File: src/rtl/itt_pkg.sv
package itt_pkg;
  localparam int SEL_W  = 2;
  localparam int N_TAPS = 1 << SEL_W;
  localparam int CTRL_W = 5;

  typedef struct packed {
    logic             flag;
    logic             en;
    logic [SEL_W-1:0] sel;
    logic             clr_n;
  } ctrl_t;
endpackage

File: src/rtl/itt_counter.sv
module itt_counter
  import itt_pkg::*;
#(
  parameter int          CNT_W        = 22,
  parameter int unsigned TAPS [N_TAPS] = '{12, 14, 17, 21}
) (
  input  logic             clk,
  input  logic             rst_n,
  input  logic             tick,
  input  logic             cnt_clr,
  input  logic [SEL_W-1:0] sel,
  output logic [CNT_W-1:0] cnt,
  output logic             ovf
);
  logic [N_TAPS-1:0] carry;

  for (genvar i = 0; i < N_TAPS; i++) begin : g_tap
    assign carry[i] = &cnt[TAPS[i]:0];
  end

  assign ovf = tick & carry[sel];

  always_ff @(posedge clk or negedge rst_n) begin
    if (!rst_n)       cnt <= '0;
    else if (cnt_clr) cnt <= '0;
    else if (tick)    cnt <= cnt + 1'b1;
  end

  p_count_step_r1: assert property (@(posedge clk) disable iff (!rst_n)
    (tick && !cnt_clr) |=> cnt == $past(cnt) + 1'b1);
  p_count_hold_r1: assert property (@(posedge clk) disable iff (!rst_n)
    (!tick && !cnt_clr) |=> $stable(cnt));
  p_clear_zero_r7: assert property (@(posedge clk) disable iff (!rst_n)
    cnt_clr |=> cnt == '0);
endmodule

File: src/rtl/itt_flag.sv
module itt_flag (
  input  logic clk,
  input  logic rst_n,
  input  logic ovf,
  input  logic cnt_clr,
  input  logic sw_clr,
  input  logic en,
  output logic flag,
  output logic irq
);
  always_ff @(posedge clk or negedge rst_n) begin
    if (!rst_n)                flag <= 1'b0;
    else if (sw_clr)           flag <= 1'b0;
    else if (ovf && !cnt_clr)  flag <= 1'b1;
  end

  assign irq = flag & en;

  p_set_r2: assert property (@(posedge clk) disable iff (!rst_n)
    (ovf && !cnt_clr && !sw_clr) |=> flag);
  p_sw_wins_r6: assert property (@(posedge clk) disable iff (!rst_n)
    sw_clr |=> !flag);
  p_clr_blocks_r7: assert property (@(posedge clk) disable iff (!rst_n)
    (cnt_clr && !flag) |=> !flag);
  p_sticky_r5: assert property (@(posedge clk) disable iff (!rst_n)
    (flag && !sw_clr) |=> flag);
endmodule

File: src/rtl/itt_ctrl.sv
module itt_ctrl
  import itt_pkg::*;
(
  input  logic              clk,
  input  logic              rst_n,
  input  logic              wr_en,
  input  logic [CTRL_W-1:0] wr_data,
  input  logic              flag,
  output logic              cnt_clr,
  output logic              sw_clr,
  output logic              en,
  output logic [SEL_W-1:0]  sel,
  output logic [CTRL_W-1:0] rd_data
);
  ctrl_t wr, rd;

  assign wr      = ctrl_t'(wr_data);
  assign cnt_clr = wr_en & ~wr.clr_n;
  assign sw_clr  = wr_en & ~wr.flag;

  always_ff @(posedge clk or negedge rst_n) begin
    if (!rst_n) begin
      en  <= 1'b0;
      sel <= '0;
    end else if (wr_en) begin
      en  <= wr.en;
      sel <= wr.sel;
    end
  end

  always_comb begin
    rd       = '0;
    rd.flag  = flag;
    rd.en    = en;
    rd.sel   = sel;
    rd.clr_n = 1'b1;
  end
  assign rd_data = rd;

  p_fields_load_r8: assert property (@(posedge clk) disable iff (!rst_n)
    wr_en |=> (en == $past(wr.en)) && (sel == $past(wr.sel)));
endmodule

File: src/rtl/itt_top.sv
module itt_top
  import itt_pkg::*;
#(
  parameter int          CNT_W        = 22,
  parameter int unsigned TAPS [N_TAPS] = '{12, 14, 17, 21}
) (
  input  logic              clk,
  input  logic              rst_n,
  input  logic              tick,
  input  logic              wr_en,
  input  logic [CTRL_W-1:0] wr_data,
  output logic [CTRL_W-1:0] rd_data,
  output logic [CNT_W-1:0]  count,
  output logic              irq
);
  logic             cnt_clr, sw_clr, en, flag, ovf;
  logic [SEL_W-1:0] sel;

  itt_ctrl u_ctrl (
    .clk(clk), .rst_n(rst_n), .wr_en(wr_en), .wr_data(wr_data), .flag(flag),
    .cnt_clr(cnt_clr), .sw_clr(sw_clr), .en(en), .sel(sel), .rd_data(rd_data)
  );

  itt_counter #(.CNT_W(CNT_W), .TAPS(TAPS)) u_counter (
    .clk(clk), .rst_n(rst_n), .tick(tick), .cnt_clr(cnt_clr), .sel(sel),
    .cnt(count), .ovf(ovf)
  );

  itt_flag u_flag (
    .clk(clk), .rst_n(rst_n), .ovf(ovf), .cnt_clr(cnt_clr), .sw_clr(sw_clr),
    .en(en), .flag(flag), .irq(irq)
  );

  p_irq_gate_r4: assert property (@(posedge clk) disable iff (!rst_n)
    irq |-> (rd_data[4] && rd_data[3]));
  p_irq_pending_r4: assert property (@(posedge clk) disable iff (!rst_n)
    (rd_data[4] && rd_data[3]) |-> irq);
  p_clr_reads_one_r7: assert property (@(posedge clk) disable iff (!rst_n)
    rd_data[0]);
endmodule

File: config.mk
export PLATFORM = sky130hd
export DESIGN_NAME = itt_top
export DESIGN_NICKNAME = d
export VERILOG_FILES = /design/src/rtl/itt_pkg.sv /design/src/rtl/itt_counter.sv /design/src/rtl/itt_flag.sv /design/src/rtl/itt_ctrl.sv /design/src/rtl/itt_top.sv
export SDC_FILE = /design/constraint.sdc
export NUM_CORES = 1
export LEC_CHECK = 0
export BUFFER_PORTS_ARGS = -buffer_cell sky130_fd_sc_hd__buf_2
export CORE_MARGIN = 2
export CORE_UTILIZATION = 25
export CTS_CLUSTER_SIZE = 14
export DETAILED_ROUTE_END_ITERATION = 10
export PLACE_DENSITY = 0.43
export SLEW_MARGIN = 20
export SYNTH_ARGS = -nofsm -noshare
export SYNTH_HDL_FRONTEND = slang
export SYNTH_HIERARCHICAL = 1
export SYNTH_SLANG_ARGS = --single-unit
File: constraint.sdc
create_clock -name clk -period 2.68 [get_ports clk]
set_input_delay 0.402 -clock clk [delete_from_list [all_inputs] [get_ports clk]]
set_output_delay 0.402 -clock clk [all_outputs]
set_load 0.01 [all_outputs]
==> flow_summary.json, run 1 <==
{
  "outcome": "completed",
  "via_per_inst": 4.67,
  "cts.sinks": 26,
  "tns_ns": 0,
  "post_cts_buffers": 0,
  "power_w": 0.000787,
  "layout_commonest_cell": "buf_2",
  "powerDensity_nw_per_um2": 488,
  "grt_overflow": 0,
  "dieArea_um2": 6190,
  "r2r_start": "u_counter/cnt[0]$_DFFE_PN0P_",
  "ys_ff_latch": 26,
  "cts_resized": 0,
  "reg2reg_depth": 5,
  "final.setup.worst_slack_ns": 0.633,
  "async_flop_share": 1.00,
  "ir_drop_v": 0.000321,
  "drv_slew": 0,
  "reg2reg_slack_ns": 0.63,
  "antenna_left": 0,
  "cp_data_required_time_ns": 2.88,
  "first_global_vias": 1132,
  "htree_levels": 1,
  "worstPathArrival_ns": 2.25,
  "hpwl_um": 2310,
  "die_w_um": 78.7,
  "worstSetupPathType": "flop to flop",
  "finClkSkew_ns": 0.00287,
  "post-route-cell-area_um2": 1610,
  "area_delta_synth_final_pct": 15.7,
  "synth_ff_type": "dfrtp_1",
  "cts_tree": "yes",
  "gp_congestion": 0.829,
  "numCtsBuffers": 3,
  "grt_use_total": 0.110,
  "p_leak_nw": 0.721,
  "hold_buffers": 0,
  "finalHoldViolCount": 0,
  "antenna_found_initial": 0,
  "insertion_delay_ns": 0.27,
  "slew-limit-headroom": 0.593,
  "path_max_fanout": 8,
  "dpl_worst_slack_ns": 0.405,
  "portBuffers": 35,
  "rsz0062_at_grt": "no",
  "syn-num-nets": 153,
  "start_util": 0.256,
  "hold_path.class": "input pin to asynchronous set/reset pin",
  "yosysUniqueCellTypes": 37,
  "cap_violations": 0,
  "drive_above_1_share": 0.282,
  "layout_min_cycle_time_ns": 2.05,
  "synthCells": 143,
  "drt_iter0_drc": 27,
  "synth_edf_count": 0,
  "yosys_warnings": 6,
  "rr_endpoint": "u_counter/cnt[20]$_DFFE_PN0P_",
  "path_clk_slew_ns": 0.09,
  "mostFrequentLayoutCells": "buf_2, dfrtp_1, nor2_1, a21oi_1, nand2_1",
  "hold_slack_ns": 0.133,
  "finalCritPeriodShare": 0.764,
  "wl_per_cell_um": 13.0,
  "fp.dieH_um": 78.7,
  "setup_viol": 0,
  "ios": 37,
  "grt_start_max_net_pins": 27,
  "antennaDiodeCount": 0,
  "totalWireLength_um": 3150,
  "clock.fmax_ghz": 0.488,
  "fp.coreArea_um2": 5440,
  "syn_area_um2": 1390,
  "vias": 1130,
  "grt_pass1_wl_um": 5410,
  "clock_path_buffers": 2,
  "rows": 27,
  "startpoint_type": "flop",
  "route.detailed.drc": 0,
  "root_buffer": "clkbuf_8",
  "first_pass_iters": 4,
  "avgSynthCellArea_um2": 9.75,
  "fin_nets": 182,
  "postPlaceCellArea_um2": 1570,
  "worst_pin_slew_ns": 0.610,
  "ys_seq_area_frac": 0.467,
  "worst_setup_path_end_kind": "flop"
}
-- how the worst max path moves through the flow --
stage,endpoint,slack [ns],start,cells past startpoint
floorplan,u_counter/cnt[21]$_DFFE_PN0P_,0.64,wr_en,7
CTS,u_counter/cnt[20]$_DFFE_PN0P_,0.61,u_counter/cnt[0]$_DFFE_PN0P_,5
detailed placement,u_counter/cnt[20]$_DFFE_PN0P_,0.41,wr_en,6
global route,u_counter/cnt[20]$_DFFE_PN0P_,0.51,u_counter/cnt[0]$_DFFE_PN0P_,5
finish,u_counter/cnt[20]$_DFFE_PN0P_,0.63,u_counter/cnt[0]$_DFFE_PN0P_,5
global placement,u_counter/cnt[21]$_DFFE_PN0P_,0.46,wr_en,6
-- through the flow --
stage                     instances  utilization
after floorplan                 143            -
after global placement          239        0.289
after detailed placement        239        0.289
after CTS                       242        0.297
after global routing            242        0.297
final                           242        0.297
-- registers in the layout, indices dropped and copies added, names as in the netlist --
name / cells
u_flag/flag: 1
u_ctrl/en: 1
u_counter/cnt: 22
u_ctrl/sel: 2
-- routing by layer --
metal	vias to the layer above	share of wire	track usage	wire [µm]
li1	554	-	-	-
met5	-	0	0	0
met2	33	0.46	0.182	1460
met3	2	0.060	0.0333	188
met4	0	0.0044	0.0211	14
met1	541	0.47	0.142	1490
-- logic make-up after synthesis --
family,share of synthesized area
and+or+nand+nor,0.228
AOI/OAI and AO/OA,0.115
DFF,0.467
buffers and inverters,0.0844
xor gates and xnor gates,0.0628
muxes,0.0314
adders and majority gates,0.00898
other,0.00269
-- Yosys cell counts (2+ instances only) --
cell,count,area share
mux2_2,3,0.024
xnor2_1,8,0.050
or4_1,5,0.027
nand2b_1,2,0.0090
buf_2,2,0.0072
nor3_1,3,0.011
a21oi_1,11,0.039
xor2_1,2,0.013
or3_1,6,0.027
clkbuf_8,2,0.020
nor4_1,4,0.018
nand3_1,4,0.014
nor2b_1,2,0.0090
nor2_1,12,0.032
dfrtp_1,26,0.47
inv_1,6,0.016
nand4_1,5,0.022
buf_4,5,0.027
o31ai_1,3,0.016
o21ai_0,7,0.025
nand2_1,9,0.024
-- cell type report --
type | instances | area (µm²)
inverters | 6 | 22.5
clock buffers | 3 | 41.3
flip-flops and latches | 26 | 651
repair buffers | 36 | 183
well taps | 72 | 90.1
fillers | 587 | 3830
multi-input cells | 99 | 626
-- critical path, stage by stage, from the launching register on --
cell	delay (ns)
dfrtp_1	0.46
ha_1	0.26
nand4_1	0.11
or4_1	0.57
or4_1	0.44
a21oi_1	0.14
-- where the power goes --
part | leakage (nW) | internal, W | switching, W
logic | 0.346 | 0.0000477 | 0.0000634
registers | 0.353 | 0.000415 | 0.0000376
clock network | 0.0216 | 0.000101 | 0.000122
total | 0.721 | 0.000564 | 0.000223
(Power assumes the default switching activity.)
==> inputs of run 2 (changes only) <==
- PLACE_DENSITY: 0.43 -> 0.44
- clock period: 2.68 -> 1.8 ns (I/O delays scaled with it)
==> run 2 against run 1 <==
Effect of this change: the run now ends with negative hold slack left; global-route usage rose by 0.98 points; hold slack got worse by 0.13 ns; flip-flop and latch count did not move; core utilization rose by 4.5 points; cell area rose by 15%; cell count rose by 10%; via count rose by 7.0%; maximum frequency rose by 16%; critical path depth did not move; clock power rose by 71%.
==> flow_summary.json, run 2 (same netlist as run 1, synthesis figures left out) <==
{
  "busiest_layer": "met2",
  "antenna_found_initial": 0,
  "clock_path_buffers": 2,
  "fp.coreArea_um2": 5440,
  "grt_start_max_net_pins": 27,
  "cap_violations": 0,
  "path_delay_family": "simple AND/OR/NAND/NOR gates",
  "portBuffers": 35,
  "p_leak_nw": 0.840,
  "regMostFlops": "u_counter/cnt",
  "die_w_um": 78.7,
  "crit_top_cell": "or4_4",
  "path_buf_inv": 0,
  "layout_commonest_cell": "buf_2",
  "post-route-cell-area_um2": 1860,
  "antennaDiodeCount": 0,
  "cts_tree": "yes",
  "violations": "negative hold slack",
  "powerDensity_nw_per_um2": 702,
  "dieArea_um2": 6190,
  "hold_path.class": "input pin to asynchronous set/reset pin",
  "mostFrequentLayoutCells": "buf_2, buf_4, dfrtp_1, nor2_1, a21oi_1",
  "setup_viol": 0,
  "drt_iter0_drc": 92,
  "grt_overflow": 0,
  "power_frac_comb": 0.196,
  "ios": 37,
  "route.detailed.drc": 0,
  "root_buffer": "clkbuf_8",
  "fin_nets": 206,
  "start_util": 0.256,
  "hpwl_um": 2580,
  "hold_slack_ns": -0.00135,
  "grt_use_total": 0.120,
  "worstPathArrival_ns": 1.96,
  "wl_per_cell_um": 13.0,
  "reg_top3": "u_counter/cnt (22), u_ctrl/sel (2)",
  "hold_buffers": 0,
  "switchingPower_w": 0.000364,
  "first_pass_iters": 4,
  "gp_congestion": 0.767,
  "finalHoldViolCount": 2,
  "via_per_inst": 4.53,
  "p_seq_frac": 0.512,
  "insertion_delay_ns": 0.27,
  "fillers": 587,
  "path_clk_slew_ns": 0.09,
  "ir_drop_v": 0.000475,
  "worst_pin_slew_ns": 0.604,
  "rsz0062_at_grt": "yes",
  "drive_above_1_share": 0.441,
  "layout_min_cycle_time_ns": 1.76,
  "htree_levels": 1,
  "largest_reg_flops": 22,
  "clockPowerShare": 0.292,
  "finalCritPeriodShare": 0.977,
  "path_max_fanout": 7,
  "worst_setup_path_end_kind": "flop",
  "postPlaceCellArea_um2": 1780,
  "worstPathCellList": "ha_4, nand4_1, or4_4, or4_4, a21oi_2",
  "fp.dieH_um": 78.7,
  "area_delta_synth_final_pct": 33.4,
  "use_met2": 0.201,
  "totalWireLength_um": 3470,
  "grt_util_met3": 0.0322,
  "internal_power_w": 0.000941,
  "final_util": 0.342,
  "clock.fmax_ghz": 0.568,
  "rows": 27,
  "slowest_delay_ns": 0.47,
  "cts.sinks": 26,
  "cp_slowest_cell": "or4_4",
  "slew-limit-headroom": 0.598,
  "p_sw_frac": 0.279,
  "numCtsBuffers": 3,
  "grt_pass1_wl_um": 5840,
  "first_global_vias": 1233,
  "met1_usage": 0.156,
  "vias": 1209,
  "finClkSkew_ns": 0.00292,
  "cp_data_required_time_ns": 2.00,
  "outcome": "complete, but fails checks",
  "worstSetupPathType": "flop to flop",
  "startpoint_type": "flop",
  "antenna_left": 0,
  "drv_slew": 0
}
-- run 2: cell types whose count changed in the layout (fill, tap and decap cells not counted), moves of 3 or more --
cell     change
or4_4        +3
dfrtp_2      +7
or4_1        -3
buf_4       +24
dfrtp_1      -7
-- run 2: area by class of cell --
| type | instances | area, µm² | share of cell area |
|---|---|---|---|
| multi-input cells | 99 | 669 | 0.360 |
| flip-flops and latches | 26 | 659 | 0.355 |
| repair buffers | 60 | 363 | 0.195 |
| well taps | 72 | 90.1 | 0.0485 |
| clock buffers | 4 | 55.1 | 0.0296 |
| inverters | 6 | 22.5 | 0.0121 |
-- run 2: final timing paths --
check	from	to	slack, ns	cells past startpoint
worst max-delay path	u_counter/cnt[0]$_DFFE_PN0P_	u_counter/cnt[20]$_DFFE_PN0P_	0.04	5
worst min-delay path	rst_n	u_ctrl/sel[1]$_DFFE_PN0P_	-0.001	1
worst max register to register	u_counter/cnt[0]$_DFFE_PN0P_	u_counter/cnt[20]$_DFFE_PN0P_	0.04	5
worst min register to register	u_ctrl/en$_DFFE_PN0P_	u_ctrl/en$_DFFE_PN0P_	0.53	1
max in group asynchronous	rst_n	u_counter/cnt[7]$_DFFE_PN0P_	1.37	1
min in group clk	wr_data[1]	u_ctrl/sel[0]$_DFFE_PN0P_	0.23	2
-- run 2: routing by layer --
metal  routed length [µm]  share of wire
met5                    0              0
met4                   17         0.0049
met3                  147          0.042
met2                 1650           0.48
met1                 1650           0.48
-- run 2: power by group through the flow --
stage / registers [W] / clock network, W / logic (W)
after global placement: 0.000679 / 0 / 0.000253
after detailed placement: 0.000679 / 0 / 0.000259
after global routing: 0.000673 / 0.000428 / 0.000278
final: 0.000668 / 0.000381 / 0.000256
after floorplan: 0.000708 / 0 / 0.000107
after CTS: 0.000668 / 0.000401 / 0.000261
-- run 2: through the flow --
stage	instances	worst slack (ns)	setup TNS (ns)	hold slack (ns)	total power, W
CTS	266	0.0327	0	0.0175	0.00133
global placement	262	-0.00132	-0.00255	0.306	0.000931
finish	267	0.0405	0	-0.00135	0.00131
global route	267	-0.0585	-0.108	0.0372	0.00138
detailed placement	262	-0.0583	-0.177	0.321	0.000938
floorplan	143	-0.0266	-0.0558	-0.0256	0.000814
-- run 2: timing repair --
action | 4_1_cts | 5_1_grt
buffers inserted | 0 | 1
pin swaps | 0 | 1
gates resized for setup | 2 | 2
endpoints found under the setup margin | 4 | 4
